--- src/rtl/i2c_tm_pkg.sv ---
package i2c_tm_pkg;
  typedef enum logic [1:0] {
    PH_IDLE = 2'd0,
    PH_LOW  = 2'd1,
    PH_HIGH = 2'd2,
    PH_LOCK = 2'd3
  } phase_e;
endpackage

--- src/rtl/i2c_tm_cfg.sv ---
module i2c_tm_cfg #(
  parameter int DW = 16
) (
  input  logic          clk_i,
  input  logic          rst_ni,
  input  logic [DW-1:0] div_i,
  input  logic [2*DW-1:0] dly_i,
  output logic [DW-1:0] per_o,
  output logic [DW-1:0] half_o,
  output logic [DW-1:0] fall_o,
  output logic [DW-1:0] rise_o
);
  localparam logic [DW-1:0] ZERO_DIV = DW'(1) << (DW-1);

  logic [DW-1:0] half_raw, fall_raw, rise_raw;

  assign per_o    = (div_i == '0) ? ZERO_DIV : div_i;
  assign half_raw = per_o >> 1;
  assign half_o   = (half_raw == '0) ? DW'(1) : half_raw;
  assign fall_raw = dly_i[2*DW-1:DW];
  assign rise_raw = dly_i[DW-1:0];
  assign fall_o   = (fall_raw >= half_o) ? half_o - DW'(1) : fall_raw;
  assign rise_o   = (rise_raw >= half_o) ? half_o - DW'(1) : rise_raw;

  a_r6_fall_in_low: assert property (@(posedge clk_i) disable iff (!rst_ni)
    fall_o < half_o);
  a_r6_rise_in_high: assert property (@(posedge clk_i) disable iff (!rst_ni)
    rise_o < half_o);
  a_r2_half_le_period: assert property (@(posedge clk_i) disable iff (!rst_ni)
    (half_o != '0) && (half_o <= per_o));
endmodule

--- src/rtl/i2c_tm_stretch.sv ---
module i2c_tm_stretch #(
  parameter int DW = 16
) (
  input  logic          clk_i,
  input  logic          rst_ni,
  input  logic          clr_i,
  input  logic          stall_i,
  input  logic [DW-1:0] per_i,
  input  logic [DW-1:0] lim_i,
  output logic          expire_o
);
  logic [DW-1:0] cyc_q, prd_q;
  logic          prd_end;

  assign prd_end  = (cyc_q == per_i - DW'(1));
  assign expire_o = stall_i && (lim_i != '0) && prd_end &&
                    (({1'b0, prd_q} + (DW+1)'(1)) == {1'b0, lim_i});

  always_ff @(posedge clk_i or negedge rst_ni) begin
    if (!rst_ni) begin
      cyc_q <= '0;
      prd_q <= '0;
    end else if (clr_i || !stall_i) begin
      cyc_q <= '0;
      prd_q <= '0;
    end else if (prd_end) begin
      cyc_q <= '0;
      prd_q <= prd_q + DW'(1);
    end else begin
      cyc_q <= cyc_q + DW'(1);
    end
  end

  a_r9_zero_limit_never_expires: assert property (@(posedge clk_i) disable iff (!rst_ni)
    (lim_i == '0) |-> !expire_o);
  a_r8_expire_needs_stall: assert property (@(posedge clk_i) disable iff (!rst_ni)
    expire_o |-> stall_i);
endmodule

--- src/rtl/i2c_tm_phase.sv ---
module i2c_tm_phase
  import i2c_tm_pkg::*;
#(
  parameter int DW = 16
) (
  input  logic          clk_i,
  input  logic          rst_ni,
  input  logic          clr_i,
  input  logic          run_i,
  input  logic          scl_i,
  input  logic [DW-1:0] half_i,
  input  logic [DW-1:0] fall_i,
  input  logic [DW-1:0] rise_i,
  input  logic          expire_i,
  output phase_e        phase_o,
  output logic          stall_o,
  output logic          scl_oe_o,
  output logic          drive_o,
  output logic          sample_o,
  output logic          tick_o
);
  phase_e        ph_q;
  logic [DW-1:0] cnt_q;
  logic          last, adv;

  assign last     = (cnt_q == half_i - DW'(1));
  // high phase holds at count 0 until the line is really high
  assign stall_o  = (ph_q == PH_HIGH) && (cnt_q == '0) && !scl_i;
  assign adv      = (ph_q == PH_HIGH) && !stall_o;
  assign scl_oe_o = (ph_q == PH_LOW);
  assign drive_o  = (ph_q == PH_LOW) && (cnt_q == fall_i);
  assign sample_o = adv && (cnt_q == rise_i);
  assign tick_o   = adv && last;
  assign phase_o  = ph_q;

  always_ff @(posedge clk_i or negedge rst_ni) begin
    if (!rst_ni) begin
      ph_q  <= PH_IDLE;
      cnt_q <= '0;
    end else if (clr_i) begin
      ph_q  <= PH_IDLE;
      cnt_q <= '0;
    end else begin
      unique case (ph_q)
        PH_IDLE: if (run_i) begin
          ph_q  <= PH_LOW;
          cnt_q <= '0;
        end
        PH_LOW: if (last) begin
          ph_q  <= PH_HIGH;
          cnt_q <= '0;
        end else begin
          cnt_q <= cnt_q + DW'(1);
        end
        PH_HIGH: if (expire_i) begin
          ph_q  <= PH_LOCK;
          cnt_q <= '0;
        end else if (!stall_o) begin
          if (last) begin
            ph_q  <= run_i ? PH_LOW : PH_IDLE;
            cnt_q <= '0;
          end else begin
            cnt_q <= cnt_q + DW'(1);
          end
        end
        default: ;
      endcase
    end
  end

  a_r10_lock_holds: assert property (@(posedge clk_i) disable iff (!rst_ni)
    (ph_q == PH_LOCK) && !clr_i |=> (ph_q == PH_LOCK));
  a_r10_lock_silent: assert property (@(posedge clk_i) disable iff (!rst_ni)
    (ph_q == PH_LOCK) |-> !scl_oe_o && !drive_o && !sample_o && !tick_o);
  a_r8_expire_locks: assert property (@(posedge clk_i) disable iff (!rst_ni)
    expire_i && !clr_i |=> (ph_q == PH_LOCK));
  a_r7_no_strobe_in_stall: assert property (@(posedge clk_i) disable iff (!rst_ni)
    stall_o |-> !sample_o && !tick_o && !scl_oe_o);
  a_r4_drive_while_low: assert property (@(posedge clk_i) disable iff (!rst_ni)
    drive_o |-> scl_oe_o);
  a_r11_tick_then_low_or_idle: assert property (@(posedge clk_i) disable iff (!rst_ni)
    tick_o && !clr_i |=> (ph_q == PH_LOW) || (ph_q == PH_IDLE));
endmodule

--- src/rtl/i2c_scl_timer.sv ---
module i2c_scl_timer
  import i2c_tm_pkg::*;
#(
  parameter int DW = 16
) (
  input  logic            clk_i,
  input  logic            rst_ni,
  input  logic            clr_i,
  input  logic            run_i,
  input  logic [DW-1:0]   div_i,
  input  logic [2*DW-1:0] edge_dly_i,
  input  logic [DW-1:0]   stretch_lim_i,
  input  logic            scl_i,
  input  logic            sda_low_i,
  output logic            scl_oe_o,
  output logic            sda_oe_o,
  output logic            sda_drive_o,
  output logic            sda_sample_o,
  output logic            bit_tick_o,
  output logic            stretch_to_o
);
  logic [DW-1:0] per, half, fall, rise;
  logic          stall, expire;
  phase_e        phase;

  i2c_tm_cfg #(.DW(DW)) u_cfg (
    .clk_i, .rst_ni, .div_i, .dly_i(edge_dly_i),
    .per_o(per), .half_o(half), .fall_o(fall), .rise_o(rise)
  );

  i2c_tm_stretch #(.DW(DW)) u_stretch (
    .clk_i, .rst_ni, .clr_i, .stall_i(stall), .per_i(per),
    .lim_i(stretch_lim_i), .expire_o(expire)
  );

  i2c_tm_phase #(.DW(DW)) u_phase (
    .clk_i, .rst_ni, .clr_i, .run_i, .scl_i,
    .half_i(half), .fall_i(fall), .rise_i(rise), .expire_i(expire),
    .phase_o(phase), .stall_o(stall), .scl_oe_o,
    .drive_o(sda_drive_o), .sample_o(sda_sample_o), .tick_o(bit_tick_o)
  );

  assign stretch_to_o = (phase == PH_LOCK);
  assign sda_oe_o     = sda_low_i && !stretch_to_o;

  a_r12_timeout_releases_lines: assert property (@(posedge clk_i) disable iff (!rst_ni)
    stretch_to_o |-> !sda_oe_o && !scl_oe_o);
  a_r10_flag_clears_on_clr: assert property (@(posedge clk_i) disable iff (!rst_ni)
    clr_i |=> !stretch_to_o);
endmodule

--- config.mk ---
export PLATFORM = sky130hd
export DESIGN_NAME = i2c_scl_timer
export DESIGN_NICKNAME = d
export VERILOG_FILES = /design/src/rtl/i2c_tm_pkg.sv /design/src/rtl/i2c_tm_cfg.sv /design/src/rtl/i2c_tm_stretch.sv /design/src/rtl/i2c_tm_phase.sv /design/src/rtl/i2c_scl_timer.sv
export SDC_FILE = /design/constraint.sdc
export NUM_CORES = 1
export LEC_CHECK = 0
export ABC_AREA = 1
export CAP_MARGIN = 20
export CORE_UTILIZATION = 53
export CTS_CLUSTER_SIZE = 8
export DETAILED_ROUTE_END_ITERATION = 6
export GPL_TIMING_DRIVEN = 0
export PLACE_DENSITY = 0.89
export SYNTH_ARGS = -nofsm -noshare
export SYNTH_HDL_FRONTEND = slang
export SYNTH_SLANG_ARGS = --single-unit
export TNS_END_PERCENT = 20
--- constraint.sdc ---
create_clock -name clk_i -period 4.35 [get_ports clk_i]
set_input_delay 0.87 -clock clk_i [delete_from_list [all_inputs] [get_ports clk_i]]
set_output_delay 0.87 -clock clk_i [all_outputs]
set_load 0.02 [all_outputs]
==> impl_metrics.toml, run 1 <==
[outcome]
outcome = "aborted with a tool error"
last_flow_stage_reached = "5_1_grt"
firstError = "[ERROR GRT-0232] Routing congestion too high. Check the congestion heatmap in the GUI."

[die]
die-height_um = 114
floorplan.initialDensity = 0.547
rows = 40
pin_count = 76
fp.dieW_um = 114

[logic_synthesis]
share_of_synthesized_area_occupied_by_flip_flops_and_latches = 0.190
synth.net_count = 1203
synth-edff-count = 0
ys_warn_count = 0
yosysTopAreaCell = "sky130_fd_sc_hd__dfrtp_1"
synthFlopType = "sky130_fd_sc_hd__dfrtp_1"
synth_top_area_frac = 0.190
synthCells = 1092
synthArstFlopShare = 1.00
synthesis.area_um2 = 6600
synthTopCellsByArea = "sky130_fd_sc_hd__dfrtp_1 (19%), sky130_fd_sc_hd__nand2_1 (17%), sky130_fd_sc_hd__inv_1 (8.4%)"
synth_area_per_cell_um2 = 6.04
yosys_register_bits = 50
yosys.cell_types.count = 45

[placement]
globalplace.congestion = 1.01
place_worst_setup_slack_ns = -1.79
detailed_place_hpwl_mm = 15.9
buffer_ports.inserted = 73

[clock_tree]
cts.hold.buffers_added = 0
cts_made_buffers = 5
clock_path_buffers = 2
cts_htree_levels = 2
cts-root-buf = "sky130_fd_sc_hd__clkbuf_16"
cts_num_sinks = 50

[sta]
worst_endpoint_kind = "primary output"
worstEndpointGrtRepair = "bit_tick_o"

[grt]
aggregate_global_routing_overflow = 9
grt_max_degree = 40
grt.total_usage = 0.623
-- stage by stage --
step | hold slack (ns) | TNS (ns) | area [µm²] | utilization | instances
after floorplan | 0.473 | -0.242 | 6620 | - | 1092
after global placement | 0.506 | -13.93 | 7560 | 0.627 | 1333
after detailed placement | 0.517 | -14.55 | 7580 | 0.628 | 1334
after CTS | 0.490 | -0.708 | 8740 | 0.725 | 1426
-- cells in the mapped netlist (2+ instances only) --
library cell and count:
sky130_fd_sc_hd__nor2_2 9, sky130_fd_sc_hd__xnor3_1 2, sky130_fd_sc_hd__o21bai_1 4, sky130_fd_sc_hd__nor3_2 3, sky130_fd_sc_hd__xnor2_1 11, sky130_fd_sc_hd__buf_6 4
sky130_fd_sc_hd__nor4_1 6, sky130_fd_sc_hd__o2111ai_1 4, sky130_fd_sc_hd__nor3b_1 6, sky130_fd_sc_hd__clkbuf_1 11, sky130_fd_sc_hd__nand2_4 5, sky130_fd_sc_hd__nor2_4 8
sky130_fd_sc_hd__o21ai_1 3, sky130_fd_sc_hd__buf_4 2, sky130_fd_sc_hd__or2_2 8, sky130_fd_sc_hd__nand3_2 6, sky130_fd_sc_hd__xor2_1 37, sky130_fd_sc_hd__nand3b_1 3
sky130_fd_sc_hd__inv_2 7, sky130_fd_sc_hd__nand2_1 301, sky130_fd_sc_hd__ha_1 41, sky130_fd_sc_hd__o22ai_1 3, sky130_fd_sc_hd__nor2_1 134, sky130_fd_sc_hd__o211ai_1 5
sky130_fd_sc_hd__o21ai_2 2, sky130_fd_sc_hd__a21oi_1 42, sky130_fd_sc_hd__inv_1 148, sky130_fd_sc_hd__nand2_2 13, sky130_fd_sc_hd__nor3_1 25, sky130_fd_sc_hd__a31oi_1 5
sky130_fd_sc_hd__buf_2 3, sky130_fd_sc_hd__nand3_1 84, sky130_fd_sc_hd__buf_1 2, sky130_fd_sc_hd__o21ai_0 56, sky130_fd_sc_hd__nand4_1 30, sky130_fd_sc_hd__dfrtp_1 50
-- per-layer routing --
layer / global-route usage / GRT overflow
met1: 0.627 / 1
met2: 0.801 / 5
met3: 0.484 / 0
met4: 0.579 / 3
met5: 0.0824 / 0
-- kinds of logic after synthesis --
family                     Yosys count  share of synthesized area
AOI/OAI and AO/OA                  125                      0.104
xor gates and xnor gates            50                     0.0705
adders and majority gates           41                     0.0777
buffers and inverters              178                      0.107
DFF                                 50                      0.190
and+or+nand+nor                    648                      0.451
-- what timing repair did --
| item | in CTS |
|---|---|
| gates resized for setup | 207 |
| endpoints found under the hold margin | 0 |
| buffers inserted | 84 |
| gates cloned | 0 |
| setup endpoints to repair | 21 |
| pin swaps | 33 |
==> inputs of run 2 (changes only) <==
Settings changed: CORE_UTILIZATION 53 to 40, CTS_CLUSTER_SIZE 8 to unset, PLACE_DENSITY 0.89 to unset, PLACE_DENSITY_LB_ADDON set to 0.15.
Clock period 4.35 ns to 5.7 ns, I/O delays scaled along.
==> impl_metrics.toml, run 2 <==
[setup_path]
cpPeakStageDelay_ns = 0.25
timing.critical_path.max_delay_family = "simple AND/OR/NAND/NOR gates"
cp_slowest_cell = "sky130_fd_sc_hd__xor2_2"
worst-path-max-fanout = 7
timing.critical_path.cells = "clkbuf_2 > nor2_2 > nand2_1 > nor2_2 > nand2_4 > nand2_8 > nand3_4 > nor2_4 > nand2_4 > nand2_4 > inv_1 > ha_1 > inv_2 > nor2_4 > buf_4 > nand4_1 > xor2_2 > nor2_1 > nor3_2 > nand3_1 > nor3_2 > nand3_1 > nor3_2 > buf_4"
critPathKind = "primary input to output port"
timing.critical_path.from_type = "primary input"
timing.critical_path.to_type = "output port"
timing.critical_path.required_ns = 4.56
worstPathBufferInverterCount = 5
worst-endpoint-arrival_ns = 4.32

[drt]
vias = 7180
drcViolationCount = 0
detail_route.iter0.violations = 516
totalWireLength_mm = 21.3
detail_route.wl_per_cell_um = 15.2
routed_via_density = 5.12
antenna_violating_nets_post_route = 0
detail_route.first_pass.iterations = 5

[logic_synthesis]
synthesis.area_um2 = 6600
yosys.cell_types.count = 45
synth.net_count = 1203
leading_cell_type_by_number_of_instances_after_synthesis = "sky130_fd_sc_hd__nand2_1"
synthCells = 1092
yosys_register_bits = 50
ys_warn_count = 0
ys_top_cells_by_count = "sky130_fd_sc_hd__nand2_1 (301), sky130_fd_sc_hd__inv_1 (148), sky130_fd_sc_hd__nor2_1 (134)"
synth-edff-count = 0
synthArstFlopShare = 1.00
synthFlopType = "sky130_fd_sc_hd__dfrtp_1"
synthTopCellsByArea = "sky130_fd_sc_hd__dfrtp_1 (19%), sky130_fd_sc_hd__nand2_1 (17%), sky130_fd_sc_hd__inv_1 (8.4%)"
synth_area_per_cell_um2 = 6.04
share_of_synthesized_area_occupied_by_flip_flops_and_latches = 0.190
yosysTopAreaCell = "sky130_fd_sc_hd__dfrtp_1"
synth_top_area_frac = 0.190

[die]
floorplan.core_area_um2 = 16000
pin_count = 76
die-height_um = 130
rows = 46
floorplan.initialDensity = 0.412
die_area_um2 = 17000
fp.dieW_um = 130

[grt]
grt.total_usage = 0.261
antenna_violations_before_repair = 0
grt_max_degree = 39
grt_pass1_vias = 6807
aggregate_global_routing_overflow = 0
grt_pass1_wl_mm = 34.1

[job]
max-cap-violations = 0

[clock_tree]
cts_num_sinks = 50
cts-root-buf = "sky130_fd_sc_hd__clkbuf_16"
clock_path_buffers = 2
cts_tree = "done"
insertion_delay_ns = 0.30
cts_htree_levels = 2
cts_made_buffers = 5
clkSlewWorstSetupHoldPaths_ns = 0.07

[placement]
globalplace.congestion = 0.903
buffer_ports.inserted = 73
placedInstanceArea_um2 = 7620
detailed_place_hpwl_mm = 17.1

[sta]
max_clock_freq_ghz = 0.183
final.setup_skew_ns = 0.00500
hold_viol = 0
drv_slew = 0
min_period_over_period = 0.958
relSlewSlack = 0.426
fin_worst_hold_slack_ns = 0.533
period_needed_ns = 5.46
worstMarginPinSlew_ns = 0.854
setup_viol = 0

[outcome]
outcome = "completed"

[power]
cellPowerDensity_nw_per_um2 = 166
vdd_drop_max_mv = 0.112
power.static_leakage_nw = 3.79

[layout]
count_of_nets_after_finishing = 1296
utilization_after_layout = 0.501
reg.largest.list = "u_phase.cnt_q x16, u_stretch.cyc_q x16, u_stretch.prd_q x16"
syn_to_final_growth_pct = 21.4
antennaDiodeCount = 0
final_cell_area_um2 = 8010
drive_gt1_frac = 0.124
final_cell_mix = "sky130_fd_sc_hd__nand2_1 (296), sky130_fd_sc_hd__inv_1 (141), sky130_fd_sc_hd__nor2_1 (130)"
most_common_cell_after_layout_fill_and_taps_aside = "sky130_fd_sc_hd__nand2_1"

[hold_path]
hold_path_class = "flop to flop"
[run 2: cell counts after synthesis]
Identical to the previous run, type by type.
[run 2: what timing repair did]
item                                    CTS  global route
gates cloned                              0             0
resized for setup                        67            50
endpoints found under the setup margin    3             3
buffers inserted                          5             7
pin swaps                                 4            21
hold buffers                              0             0
[run 2: kinds of logic (layout without fill, tap and decap cells)]
logic type,Yosys count,count (layout),share of synthesized area
simple gates,648,648,0.451
flops,50,50,0.190
buf+inv,178,272,0.107
fa+ha+maj,41,41,0.0777
compound gates,125,125,0.104
xor+xnor,50,50,0.0705
[run 2: path summary, 6_finish.rpt]
check                                                    start                            end  slack [ns]  cells after the start
worst max-delay path                                 div_i[10]                     bit_tick_o        0.24                     24
worst min-delay path              u_stretch.cyc_q[0]$_DFF_PN0_   u_stretch.cyc_q[0]$_DFF_PN0_        0.53                      1
worst max register to register  u_stretch.prd_q[0]$_DFFE_PN0P_  u_phase.cnt_q[10]$_DFFE_PN0P_        2.64                     19
worst min register to register    u_stretch.cyc_q[0]$_DFF_PN0_   u_stretch.cyc_q[0]$_DFF_PN0_        0.53                      1
max in group asynchronous                               rst_ni   u_stretch.cyc_q[1]$_DFF_PN0_        4.41                      2
min in group asynchronous                               rst_ni   u_phase.cnt_q[1]$_DFFE_PN0P_        0.75                      1
[run 2: power breakdown]
part | total, mW | switching, mW | leakage [nW] | internal [mW]
sequential | 0.379 | 0.0148 | 0.697 | 0.364
clock | 0.407 | 0.143 | 0.0971 | 0.264
combinational | 0.543 | 0.345 | 3.00 | 0.197
total | 1.33 | 0.503 | 3.79 | 0.825
[run 2: cell type report]
type,count,area [µm²]
clock inverter,2,60.1
inverter,156,589
tap,216,270
multi-input combinational,864,4790
clock buffer,6,139
sequential,50,1250
timing repair buffer,86,766
buffer,22,149
fill,1776,7990
[run 2: stage by stage]
| step | total power [mW] | worst slack (ns) | instances | TNS (ns) |
|---|---|---|---|---|
| floorplan | 0.717 | 0.523 | 1092 | 0 |
| global placement | 0.904 | -1.17 | 1381 | -3.34 |
| detailed placement | 0.906 | -1.20 | 1382 | -3.41 |
| CTS | 1.33 | 0.0131 | 1395 | 0 |
| global route | 1.41 | -0.0381 | 1402 | -0.0391 |
| finish | 1.33 | 0.239 | 1402 | 0 |
[run 2: routing by layer]
layer  track usage  part of all wire  up-vias
li1              -                 -     3694
met1         0.348              0.46     3258
met2         0.446              0.47      198
met3        0.0309             0.048       30
met4        0.0710             0.021        0
met5             0                 0        -
Power figures use the tool's default switching activity.
